<file path="config.mk">
export PLATFORM = sky130hd
export DESIGN_NAME = vc_credit_rx
export DESIGN_NICKNAME = d
export VERILOG_FILES = /design/src/rtl/vcrx_pkg.sv /design/src/rtl/vcrx_credit_fifo.sv /design/src/rtl/vcrx_notify_table.sv /design/src/rtl/vc_credit_rx.sv
export SDC_FILE = /design/constraint.sdc
export NUM_CORES = 2
export LEC_CHECK = 0
export ABC_AREA = 1
export BUFFER_PORTS_ARGS = -buffer_cell sky130_fd_sc_hd__buf_2
export CORE_UTILIZATION = 40
export CTS_BUF_LIST = sky130_fd_sc_hd__clkbuf_8
export CTS_CLUSTER_SIZE = 25
export DETAILED_ROUTE_END_ITERATION = 8
export REMOVE_ABC_BUFFERS = 1
export SYNTH_ARGS = -nofsm -noshare
export SYNTH_HDL_FRONTEND = slang
export SYNTH_SLANG_ARGS = --single-unit
</file>
<file path="constraint.sdc">
create_clock -name clk -period 5.9 [get_ports clk]
set_input_delay 0.59 -clock clk [delete_from_list [all_inputs] [get_ports clk]]
set_output_delay 0.59 -clock clk [all_outputs]
set_load 0.01 [all_outputs]
</file>
<file path="src/rtl/vcrx_pkg.sv">
package vcrx_pkg;
  localparam int ADDR_W     = 18;
  localparam int SIZE_W     = ADDR_W + 1;
  localparam int DATA_W     = 64;
  localparam int BEAT_LOG2  = 3;
  localparam int OFF_W      = ADDR_W - BEAT_LOG2;
  localparam int BLK_LOG2   = 7;
  localparam int NIDX_DEPTH = 8;
  localparam int NIDX_W     = $clog2(NIDX_DEPTH);

  typedef struct packed {
    logic [ADDR_W-1:0] addr;
    logic [SIZE_W-1:0] size;
    logic [NIDX_W-1:0] nidx;
  } credit_t;

  function automatic logic credit_shape_ok(input logic [ADDR_W-1:0] addr,
                                           input logic [SIZE_W-1:0] size);
    logic [SIZE_W:0] end_sum;
    end_sum = {2'b00, addr} + {1'b0, size};
    return (addr[BLK_LOG2-1:0] == '0) && (size[BLK_LOG2-1:0] == '0) &&
           (size != '0) && (end_sum <= ({{SIZE_W{1'b0}}, 1'b1} << ADDR_W));
  endfunction

  function automatic logic beat_fits(input logic [OFF_W-1:0] off,
                                     input logic [SIZE_W-1:0] size);
    logic [SIZE_W:0] last_byte;
    last_byte = {2'b00, off, {BEAT_LOG2{1'b0}}} + (SIZE_W+1)'(1 << BEAT_LOG2);
    return last_byte <= {1'b0, size};
  endfunction

  function automatic logic [ADDR_W-1:0] beat_addr(input logic [ADDR_W-1:0] base,
                                                  input logic [OFF_W-1:0] off);
    return base + {off, {BEAT_LOG2{1'b0}}};
  endfunction
endpackage

</file>
<file path="src/rtl/vcrx_credit_fifo.sv">
module vcrx_credit_fifo
  import vcrx_pkg::*;
#(
  parameter int DEPTH = 4
) (
  input  logic    clk,
  input  logic    rst_n,
  input  logic    push,
  input  credit_t push_data,
  input  logic    pop,
  output credit_t head,
  output logic    empty,
  output logic    full
);
  localparam int PTR_W = (DEPTH > 1) ? $clog2(DEPTH) : 1;
  localparam int CNT_W = $clog2(DEPTH + 1);

  credit_t             slots [DEPTH];
  logic [PTR_W-1:0]    rd_ptr, wr_ptr;
  logic [CNT_W-1:0]    count;

  function automatic logic [PTR_W-1:0] next_ptr(input logic [PTR_W-1:0] p);
    return (p == PTR_W'(DEPTH - 1)) ? '0 : p + 1'b1;
  endfunction

  assign empty = (count == '0);
  assign full  = (count == CNT_W'(DEPTH));
  assign head  = slots[rd_ptr];

  always_ff @(posedge clk) begin
    if (!rst_n) begin
      rd_ptr <= '0;
      wr_ptr <= '0;
      count  <= '0;
    end else begin
      if (push) begin
        slots[wr_ptr] <= push_data;
        wr_ptr        <= next_ptr(wr_ptr);
      end
      if (pop) rd_ptr <= next_ptr(rd_ptr);
      if (push && !pop)      count <= count + 1'b1;
      else if (pop && !push) count <= count - 1'b1;
    end
  end

  a_r4_no_push_when_full: assert property (@(posedge clk) disable iff (!rst_n)
    push |-> (!full || pop));
  a_r6_no_pop_when_empty: assert property (@(posedge clk) disable iff (!rst_n)
    pop |-> !empty);
  a_r6_count_in_range: assert property (@(posedge clk) disable iff (!rst_n)
    count <= CNT_W'(DEPTH));
endmodule

</file>
<file path="src/rtl/vcrx_notify_table.sv">
module vcrx_notify_table
  import vcrx_pkg::*;
#(
  parameter int NUM_VC = 8,
  parameter int VC_W   = $clog2(NUM_VC)
) (
  input  logic              clk,
  input  logic              rst_n,
  input  logic              clr_en,
  input  logic [VC_W-1:0]   clr_vc,
  input  logic [NIDX_W-1:0] clr_idx,
  input  logic              set_en,
  input  logic [VC_W-1:0]   set_vc,
  input  logic [NIDX_W-1:0] set_idx,
  input  logic [VC_W-1:0]   rd_vc,
  input  logic [NIDX_W-1:0] rd_idx,
  output logic              rd_done
);
  localparam int SLOTS = NUM_VC * NIDX_DEPTH;
  localparam int SEL_W = VC_W + NIDX_W;

  logic [SLOTS-1:0] done_q;
  logic [SEL_W-1:0] clr_sel, set_sel, rd_sel;

  assign clr_sel = {clr_vc, clr_idx};
  assign set_sel = {set_vc, set_idx};
  assign rd_sel  = {rd_vc, rd_idx};
  assign rd_done = done_q[rd_sel];

  always_ff @(posedge clk) begin
    if (!rst_n) begin
      done_q <= '0;
    end else begin
      if (clr_en) done_q[clr_sel] <= 1'b0;
      if (set_en) done_q[set_sel] <= 1'b1;
    end
  end

  a_r9_set_visible: assert property (@(posedge clk) disable iff (!rst_n)
    set_en |=> done_q[$past(set_sel)]);
  a_r10_clear_visible: assert property (@(posedge clk) disable iff (!rst_n)
    (clr_en && !(set_en && set_sel == clr_sel)) |=> !done_q[$past(clr_sel)]);
endmodule

</file>
<file path="src/rtl/vc_credit_rx.sv">
module vc_credit_rx
  import vcrx_pkg::*;
#(
  parameter int NUM_VC       = 8,
  parameter int CREDIT_DEPTH = 4,
  parameter int VC_W         = $clog2(NUM_VC)
) (
  input  logic              clk,
  input  logic              rst_n,
  input  logic              reg_valid,
  input  logic [VC_W-1:0]   reg_vc,
  input  logic              reg_notify,
  input  logic              cr_valid,
  input  logic [VC_W-1:0]   cr_vc,
  input  logic [ADDR_W-1:0] cr_addr,
  input  logic [SIZE_W-1:0] cr_size,
  input  logic [NIDX_W-1:0] cr_nidx,
  output logic              cr_reject,
  input  logic              pkt_valid,
  input  logic [VC_W-1:0]   pkt_vc,
  input  logic [OFF_W-1:0]  pkt_off,
  input  logic [DATA_W-1:0] pkt_data,
  input  logic              pkt_last,
  output logic              wr_en,
  output logic [ADDR_W-1:0] wr_addr,
  output logic [DATA_W-1:0] wr_data,
  output logic [NUM_VC-1:0] ovf_flags,
  output logic [NUM_VC-1:0] err_flags,
  input  logic [VC_W-1:0]   wait_vc,
  input  logic [NIDX_W-1:0] wait_idx,
  output logic              wait_done
);
  logic [NUM_VC-1:0] region_q, notif_q;
  logic [NUM_VC-1:0] fifo_empty, fifo_full, fifo_push, fifo_pop;
  credit_t           fifo_head [NUM_VC];
  credit_t           new_credit, hit_credit;

  logic ev_accept, ev_reject, ev_hit, ev_miss, ev_fit, ev_range_err, ev_complete;

  assign new_credit = '{addr: cr_addr, size: cr_size, nidx: cr_nidx};
  assign ev_reject  = cr_valid && (!region_q[cr_vc] || !notif_q[cr_vc] ||
                                   fifo_full[cr_vc] || !credit_shape_ok(cr_addr, cr_size));
  assign ev_accept  = cr_valid && !ev_reject;

  assign hit_credit   = fifo_head[pkt_vc];
  assign ev_hit       = pkt_valid && !fifo_empty[pkt_vc];
  assign ev_miss      = pkt_valid && fifo_empty[pkt_vc];
  assign ev_fit       = ev_hit && beat_fits(pkt_off, hit_credit.size);
  assign ev_range_err = ev_hit && !beat_fits(pkt_off, hit_credit.size);
  assign ev_complete  = ev_hit && pkt_last;

  for (genvar v = 0; v < NUM_VC; v++) begin : g_vc
    assign fifo_push[v] = ev_accept && (cr_vc == VC_W'(v));
    assign fifo_pop[v]  = ev_complete && (pkt_vc == VC_W'(v));
    vcrx_credit_fifo #(.DEPTH(CREDIT_DEPTH)) u_fifo (
      .clk       (clk),
      .rst_n     (rst_n),
      .push      (fifo_push[v]),
      .push_data (new_credit),
      .pop       (fifo_pop[v]),
      .head      (fifo_head[v]),
      .empty     (fifo_empty[v]),
      .full      (fifo_full[v])
    );
  end

  vcrx_notify_table #(.NUM_VC(NUM_VC), .VC_W(VC_W)) u_notify (
    .clk     (clk),
    .rst_n   (rst_n),
    .clr_en  (ev_accept),
    .clr_vc  (cr_vc),
    .clr_idx (cr_nidx),
    .set_en  (ev_complete),
    .set_vc  (pkt_vc),
    .set_idx (hit_credit.nidx),
    .rd_vc   (wait_vc),
    .rd_idx  (wait_idx),
    .rd_done (wait_done)
  );

  always_ff @(posedge clk) begin
    if (!rst_n) begin
      region_q  <= '0;
      notif_q   <= '0;
      cr_reject <= 1'b0;
      wr_en     <= 1'b0;
      wr_addr   <= '0;
      wr_data   <= '0;
      ovf_flags <= '0;
      err_flags <= '0;
    end else begin
      if (reg_valid && !reg_notify) region_q[reg_vc] <= 1'b1;
      if (reg_valid &&  reg_notify) notif_q[reg_vc]  <= 1'b1;
      cr_reject <= ev_reject;
      wr_en     <= ev_fit;
      if (ev_fit) begin
        wr_addr <= beat_addr(hit_credit.addr, pkt_off);
        wr_data <= pkt_data;
      end
      if (ev_miss)      ovf_flags[pkt_vc] <= 1'b1;
      if (ev_range_err) err_flags[pkt_vc] <= 1'b1;
    end
  end

  a_r2_unregistered_refused: assert property (@(posedge clk) disable iff (!rst_n)
    (cr_valid && !(region_q[cr_vc] && notif_q[cr_vc])) |=> cr_reject);
  a_r5_write_needs_beat: assert property (@(posedge clk) disable iff (!rst_n)
    wr_en |-> $past(pkt_valid));
  a_r7_miss_no_write: assert property (@(posedge clk) disable iff (!rst_n)
    ev_miss |=> !wr_en);
  a_r7_ovf_sticky: assert property (@(posedge clk) disable iff (!rst_n)
    (ovf_flags & $past(ovf_flags)) == $past(ovf_flags));
  a_r8_err_sticky: assert property (@(posedge clk) disable iff (!rst_n)
    (err_flags & $past(err_flags)) == $past(err_flags));
  a_r8_range_no_write: assert property (@(posedge clk) disable iff (!rst_n)
    ev_range_err |=> !wr_en);
  a_r9_complete_pops: assert property (@(posedge clk) disable iff (!rst_n)
    ev_complete |-> $onehot(fifo_pop));
endmodule

</file>
# Word level (Yosys, flattened, before mapping)
# Memories as Yosys holds them, arrays and structs flattened. A register that Yosys moved wholly into a read port is not among the register bits.
# Cells that the tools add are included.
dict set report totals {
  reg_bits 236
  latchBits 0
  ram_bits 1280
  rom_bits 0
  input_bits 141
  memories 8
}
# memory words width rd rd_ports_with_merged_regs wr line
set mem_list {}
lappend mem_list {{g_vc[0].u_fifo.slots} 4 40 1 1 1 vcrx_credit_fifo.sv:18} ;# credit_t slots [DEPTH];
lappend mem_list {{g_vc[1].u_fifo.slots} 4 40 1 1 1 vcrx_credit_fifo.sv:18}
lappend mem_list {{g_vc[2].u_fifo.slots} 4 40 1 1 1 vcrx_credit_fifo.sv:18}
lappend mem_list {{g_vc[3].u_fifo.slots} 4 40 1 1 1 vcrx_credit_fifo.sv:18}
lappend mem_list {{g_vc[4].u_fifo.slots} 4 40 1 1 1 vcrx_credit_fifo.sv:18}
lappend mem_list {{g_vc[5].u_fifo.slots} 4 40 1 1 1 vcrx_credit_fifo.sv:18}
lappend mem_list {{+2 memories} -- -- -- -- -- --}
dict set report op_classes {
  addsub 35
  n_mul 0
  div 0
  order_cmp 13
  n_eq_ne 38
  shifts 0
  n_mux 96
  bitwise_logic 8
  reduce_logical 95
}
# cell n
set op_table {}
lappend op_table {{$mux W64} 3}
lappend op_table {{$bmux W40 S3} 1}
lappend op_table {{$mux W40} 2}
lappend op_table {{$and A64 B64 Y64} 1}
lappend op_table {{$mux W2} 32}
lappend op_table {{$not A64 Y64} 1}
lappend op_table {{$or A64 B64 Y64} 1}
lappend op_table {{$eq A3 B3 Y1 const B} 16}
lappend op_table {{$logic_and A1 B1 Y1} 48}
lappend op_table {{$mux W3} 16}
lappend op_table {{$mux W1} 33}
lappend op_table {{$add A2 B1 Y2 const B} 16}
lappend op_table {{$eq A2 B2 Y1 const B} 16}
lappend op_table {{$or A8 B8 Y8} 4}
lappend op_table {{$logic_not A3 Y1} 10}
lappend op_table {{$add A3 B1 Y3 const B} 8}
lappend op_table {{$sub A3 B1 Y3 const B} 8}
lappend op_table {{$logic_not A1 Y1} 23}
lappend op_table {{$lt A6 B7 Y1 const B} 3}
lappend op_table {{$add A18 B19 Y20} 1}
lappend op_table {{$le A20 B19 Y1 const B} 1}
lappend op_table {{$add A18 B4 Y19 const B} 1}
lappend op_table {{$le A19 B19 Y1} 1}
lappend op_table {{$reduce_bool A19 Y1} 1}
lappend op_table {{other kinds (15)} 38}

# Depth between registers and ports, before layout
dict set report logic_depth {
  word_depth 14
  depth_mapped 26
  depth_no_buf 25
}

# Cells and area by module
# From an unflattened synthesis, not the netlist that was laid out.
dict set report unflattened {
  hier_cells 5493
  hier_area_um2 64195.3
}
# mod instances cells_each area_each_um2 seq_area_each_um2
set modules_own_cells {}
lappend modules_own_cells {vcrx_credit_fifo 8 447 6515.0 4984.8}
lappend modules_own_cells {vc_credit_rx 1 1434 8942.3 2322.2}
lappend modules_own_cells {vcrx_notify_table 1 483 3133.0 1281.2}

# Worst setup path before layout
# Ideal clock, no wire load.
dict set report synth_path {
  path_type {input-to-reg}
  from {input cr_addr[0]}
  to {memory g_vc[5].u_fifo.slots[0][0] in the netlist's numbering (enable)}
  setup_time_ns 0.431
  t_arrival_ns 4.219
  setup_slack_ns 1.250
  cell_stages 15
  path_buffers 1
  path_cell_list {ha_1 -> fa_1 -> or2_2 -> a21oi_1 -> nand3_1 -> nor2_1 -> nand2_1 -> nor2_1 -> nand2_1 -> nor2_1 -> nand2_1 -> nand2_4 -> buf_6 -> nand4_4 -> nor3b_2}
}
dict set report synth_via {
  elab_chain_len 13
  word_cells_on_any_way 15
  cone_classes {add/sub (1); order compare (1); mux (3); reduce/logical (10)}
}
# element line
set synth_rtl {}
lappend synth_rtl {{start, declared} vc_credit_rx.sv:15} ;# input logic [ADDR_W-1:0] cr_addr,
lappend synth_rtl {{parallel branches: the longest is 3 deep, another holds $add A18 B19 Y20} --}
lappend synth_rtl {{$logic_and A1 B1 Y1 *} vcrx_pkg.sv:22} ;# (size != '0) && (end_sum <= ({{SIZE_W{1'b0}}, 1'b1} << ADDR_W));
lappend synth_rtl {{$logic_not A1 Y1 *} vc_credit_rx.sv:42} ;# fifo_full[cr_vc] || !credit_shape_ok(cr_addr, cr_size));
lappend synth_rtl {{$logic_or A1 B1 Y1 *} vc_credit_rx.sv:42}
lappend synth_rtl {{$logic_and A1 B1 Y1 *} vc_credit_rx.sv:41} ;# assign ev_reject = cr_valid && (!region_q[cr_vc] || !notif_q[cr_vc] ||
lappend synth_rtl {{$logic_not A1 Y1 *} vc_credit_rx.sv:43} ;# assign ev_accept = cr_valid && !ev_reject;
lappend synth_rtl {{$logic_and A1 B1 Y1 *} vc_credit_rx.sv:43}
lappend synth_rtl {{$logic_and A1 B1 Y1 *} vc_credit_rx.sv:53} ;# assign fifo_push[v] = ev_accept && (cr_vc == VC_W'(v));
lappend synth_rtl {{$mux W1 *} vcrx_credit_fifo.sv:36} ;# if (push) begin
lappend synth_rtl {{$mux W1 *} vcrx_credit_fifo.sv:31} ;# if (!rst_n) begin
lappend synth_rtl {{$mux W1 (implied by the code) *} vcrx_credit_fifo.sv:37} ;# slots[wr_ptr] <= push_data;
lappend synth_rtl {{end, declared} vcrx_credit_fifo.sv:18}
# Every way passes the cells marked *.

==> run metrics <==
initial cell density of the core 0.404; Post-synth EDFFs between 1,000 and 1,500; Max VDD drop 0.228 mV; Worst EP arrival between 5 and 6 ns; register share of total power 0.523; CP Data Required Time slightly below 7 ns; flops & latches, synth ~1,500; crit path max-delay cell type inv_1; Crit. End Element register; slew margin rel. 0.290; Simple-Gate Fraction of Synth Area 0.139; Synth area leaders edfxtp_1 (60%), dfxtp_1 (7.9%), nor2_1 (5.4%); Critical Path Fanout Max between 100 and 150; fin. max-slew vios 0; Core Rows around 150; P_leak roughly 0.027 uW; Overflow after GRT 0; hold_ws about 0.12 ns; CP cell instances inv_1 -> o21ai_0 -> o22ai_1 -> a22o_1 -> a221oi_1 -> nand2_1 -> o21ai_0 -> ha_1 -> nand4_1 -> a31oi_1 -> a2111oi_0 -> nand2_1 -> nand2_4 -> buf_12 -> nand3b_1 -> nand2_1 -> nor2_1; sw frac 0.239; fraction of the mapped netlist area in compound gates 0.121; Switching Power approximately 5400 uW; logic gate share of total power 0.064; post-synthesis cell count roughly 5,600; clk_lat worst skew 1.01 ns; post-route ant nets 0; vias per std cell about 5.6; # DRC 0; # setup viols final 0; H-tree Lvls 5; Routability Congestion ~0.9; largest net degree at the start of global routing about 170; die width 402 um; antenna violations before repair 12; CTS Buf Count 281; port bufs between 200 and 250; Achievable Freq around 0.2 GHz; cell accounting for the most synthesized area edfxtp_1; Clock Skew between 0.1 and 0.15 ns; DR iter-0 viols between 4,000 and 5,000; Area growth syn-to-layout 15.5%; max-cap violations 0; top-count cell post-synth edfxtp_1; Setup TNS 0 ns; synth cell count leaders edfxtp_1 (1,280), nor2_1 (920), nand2_1 (649), o21ai_0 (645), o22ai_1 (292); Post-Synth XOR/XNOR Area 0.00465; Fillers about 14,000; GRT Total Usage 0.235; slowest stage delay, CP about 0.65 ns; critical path type register to register; final period utilization 0.832; Mapped Avg Cell Area 11.4 um2; Synth Flop Type edfxtp_1; Setup WS pre-CTS around 1.1 ns; Die Span Y 402 um; count of cell types in the netlist 64; largest family of logic cells by synthesized area simple AND/OR/NAND/NOR gates; CP startpoint kind register; top cell type's share of synthesized area 0.600; mux contribution to synthesized area 0; Final Hold Vio Count 0; post-DR wirelength/cell between 20 and 25 um; first drt pass iteration count 6; Setup WS post-layout 0.990 ns; async set-or-reset flop fraction in the synthesized netlist 0; Post-Synth Adder-Cell Area 0.0221; RSZ-0062 raised after global routing no; CTS tree done; Clock Power Share 0.413; min cycle time layout 4.91 ns; Area after DPL 68,200 um2; fin area 74,000 um2; Resized cells post-CTS 0; # nets final approximately 6,300; critical path's top delay family compound AO/OA/AOI/OAI gates; DP HPWL approximately 120,000 um; vias in the first global route about 44,000; outcome finished, final reports clean; register area share after synthesis 0.678; Worst Max-Slew Pin Slew about 1.1 ns; Most Frequent Cell on Critical Path nand2_1; DRT Wirelength slightly below 200,000 um; core area approximately 160,000 um2; Root Buffer clkbuf_8; DR vias 46,500; layout cell share with drive strength beyond 1 0.136; Warnings, synthesis 0; Worst Hold Class input port to register; CP Buf/Inv Count 2; pwr dens around 300 nW/um2; Max clock buf depth 4; synthesized area roughly 64,000 um2; Clock transition at path regs 0.06 ns; IO Pins around 240; clock sink total ~1,500; die area approximately 160,000 um2; internal power about 17,000 uW; first-pass GRT wire length between 200,000 and 300,000 um
## path summary, 6_finish.rpt
| path | start | end | slack, ns | depth (start not counted) |
|---|---|---|---|---|
| worst max-delay path | register | wr_data[4]$_SDFFE_PN0P_ | 0.99 | 17 |
| worst min-delay path | cr_addr[4] | g_vc[0].u_fifo.slots[3][26]$_DFFE_PP_ | 0.12 | 1 |
| worst max register to register | register | wr_data[4]$_SDFFE_PN0P_ | 0.99 | 17 |
| worst min register to register | err_flags[5]$_SDFFE_PN0P_ | err_flags[5]$_SDFFE_PN0P_ | 0.45 | 2 |
## power groups by stage
| stage | logic, uW | clock network, uW | registers (uW) |
|---|---|---|---|
| 6_report | 1450 | 9320 | 11800 |
| 5_1_grt | 1550 | 9960 | 11800 |
| 4_1_cts | 1440 | 9470 | 11800 |
| 3_5_place_dp | 1390 | 0 | 12000 |
| 3_3_place_gp | 1380 | 0 | 12000 |
| 2_1_floorplan | 626 | 0 | 12100 |
## kinds of logic (layout without fill, tap and decap cells)
logic type                 after synthesis  after routing
and+or+nand+nor                       2020           2020
DFF                                   1532           1532
AOI/OAI and AO/OA                     1375           1375
buffers and inverters                  562           1167
adders and majority gates              107            107
xor gates and xnor gates                34             34
other                                    0              8
## area by class of cell
| cell class | instances | area [um2] | share of cell area |
|---|---|---|---|
| Antenna cell | 8 | 20.0 | 0.000271 |
| Timing Repair Buffer | 474 | 3380 | 0.0457 |
| Sequential cell | 1532 | 43500 | 0.588 |
| Clock buffer | 304 | 4180 | 0.0565 |
| Inverter | 227 | 860 | 0.0116 |
| Clock inverter | 162 | 837 | 0.0113 |
| Tap cell | 2072 | 2590 | 0.0350 |
| Multi-Input combinational cell | 3536 | 18600 | 0.252 |
## worst reg2reg max path, delay by kind of cell, from the launching register on
family                   cells  cell delay (ns)
AO/OA/AOI/OAI                7             1.57
AND/OR/NAND/NOR              7             1.57
buffers and inverters        2             1.00
flip-flops                   1             0.32
adder cells (fa/ha/maj)      1             0.31
## through the flow
step | instances | util | total power, uW
after global routing | 8311 | 0.466 | 23300
after detailed placement | 7761 | 0.429 | 13400
after floorplan | 5295 | - | 12700
after global placement | 7761 | 0.429 | 13400
after CTS | 8307 | 0.466 | 22700
final | 8315 | 0.466 | 22600
## metal layers
| layer | vias to the layer above | global-route usage | part of all wire |
|---|---|---|---|
| met5 | - | 0 | 0.00028 |
| met4 | 8 | 0.0937 | 0.037 |
| met3 | 357 | 0.0411 | 0.074 |
| met2 | 1943 | 0.381 | 0.48 |
| met1 | 23000 | 0.314 | 0.41 |
| li1 | 21200 | - | - |
## what timing repair did
item / in CTS / in global routing
hold buffers: 80 / 0
setup buffers: 0 / 0
hold endpoints to repair: 119 / 0
## state kept, by name, indices dropped and copies added, names as in the netlist, named ones only
name and count:
cr_reject 1, err_flags 8, g_vc.u_fifo.count 24, g_vc.u_fifo.rd_ptr 16, g_vc.u_fifo.slots 1280, g_vc.u_fifo.wr_ptr 16, notif_q 8, ovf_flags 8
region_q 8, u_notify.done_q 64, wr_addr 18, wr_data 64, wr_en 1
## cells in the final DEF (no fill, tap or decap), drive strengths merged, types with 7 or more instances in the layout
cell type,synthesis,final
edfxtp,1280,1280
nor2,928,928
nand2,657,657
o21ai,652,652
buf,100,394
inv,225,318
clkbuf,235,304
o22ai,293,293
a21oi,285,285
dfxtp,252,252
nand3,166,166
nand4,117,117
ha,97,97
dlygate4sd3,0,80
nand3b,72,72
clkinv,2,61
nor3b,32,32
xor2,28,28
a22o,28,28
nor3,25,25
a221oi,23,23
o31ai,23,23
a211oi,14,14
nor4,13,13
a31oi,12,12
fa,10,10
diode,0,8
o221ai,8,8
o32ai,8,8
bufinv,0,7
(Power assumes the default switching activity.)
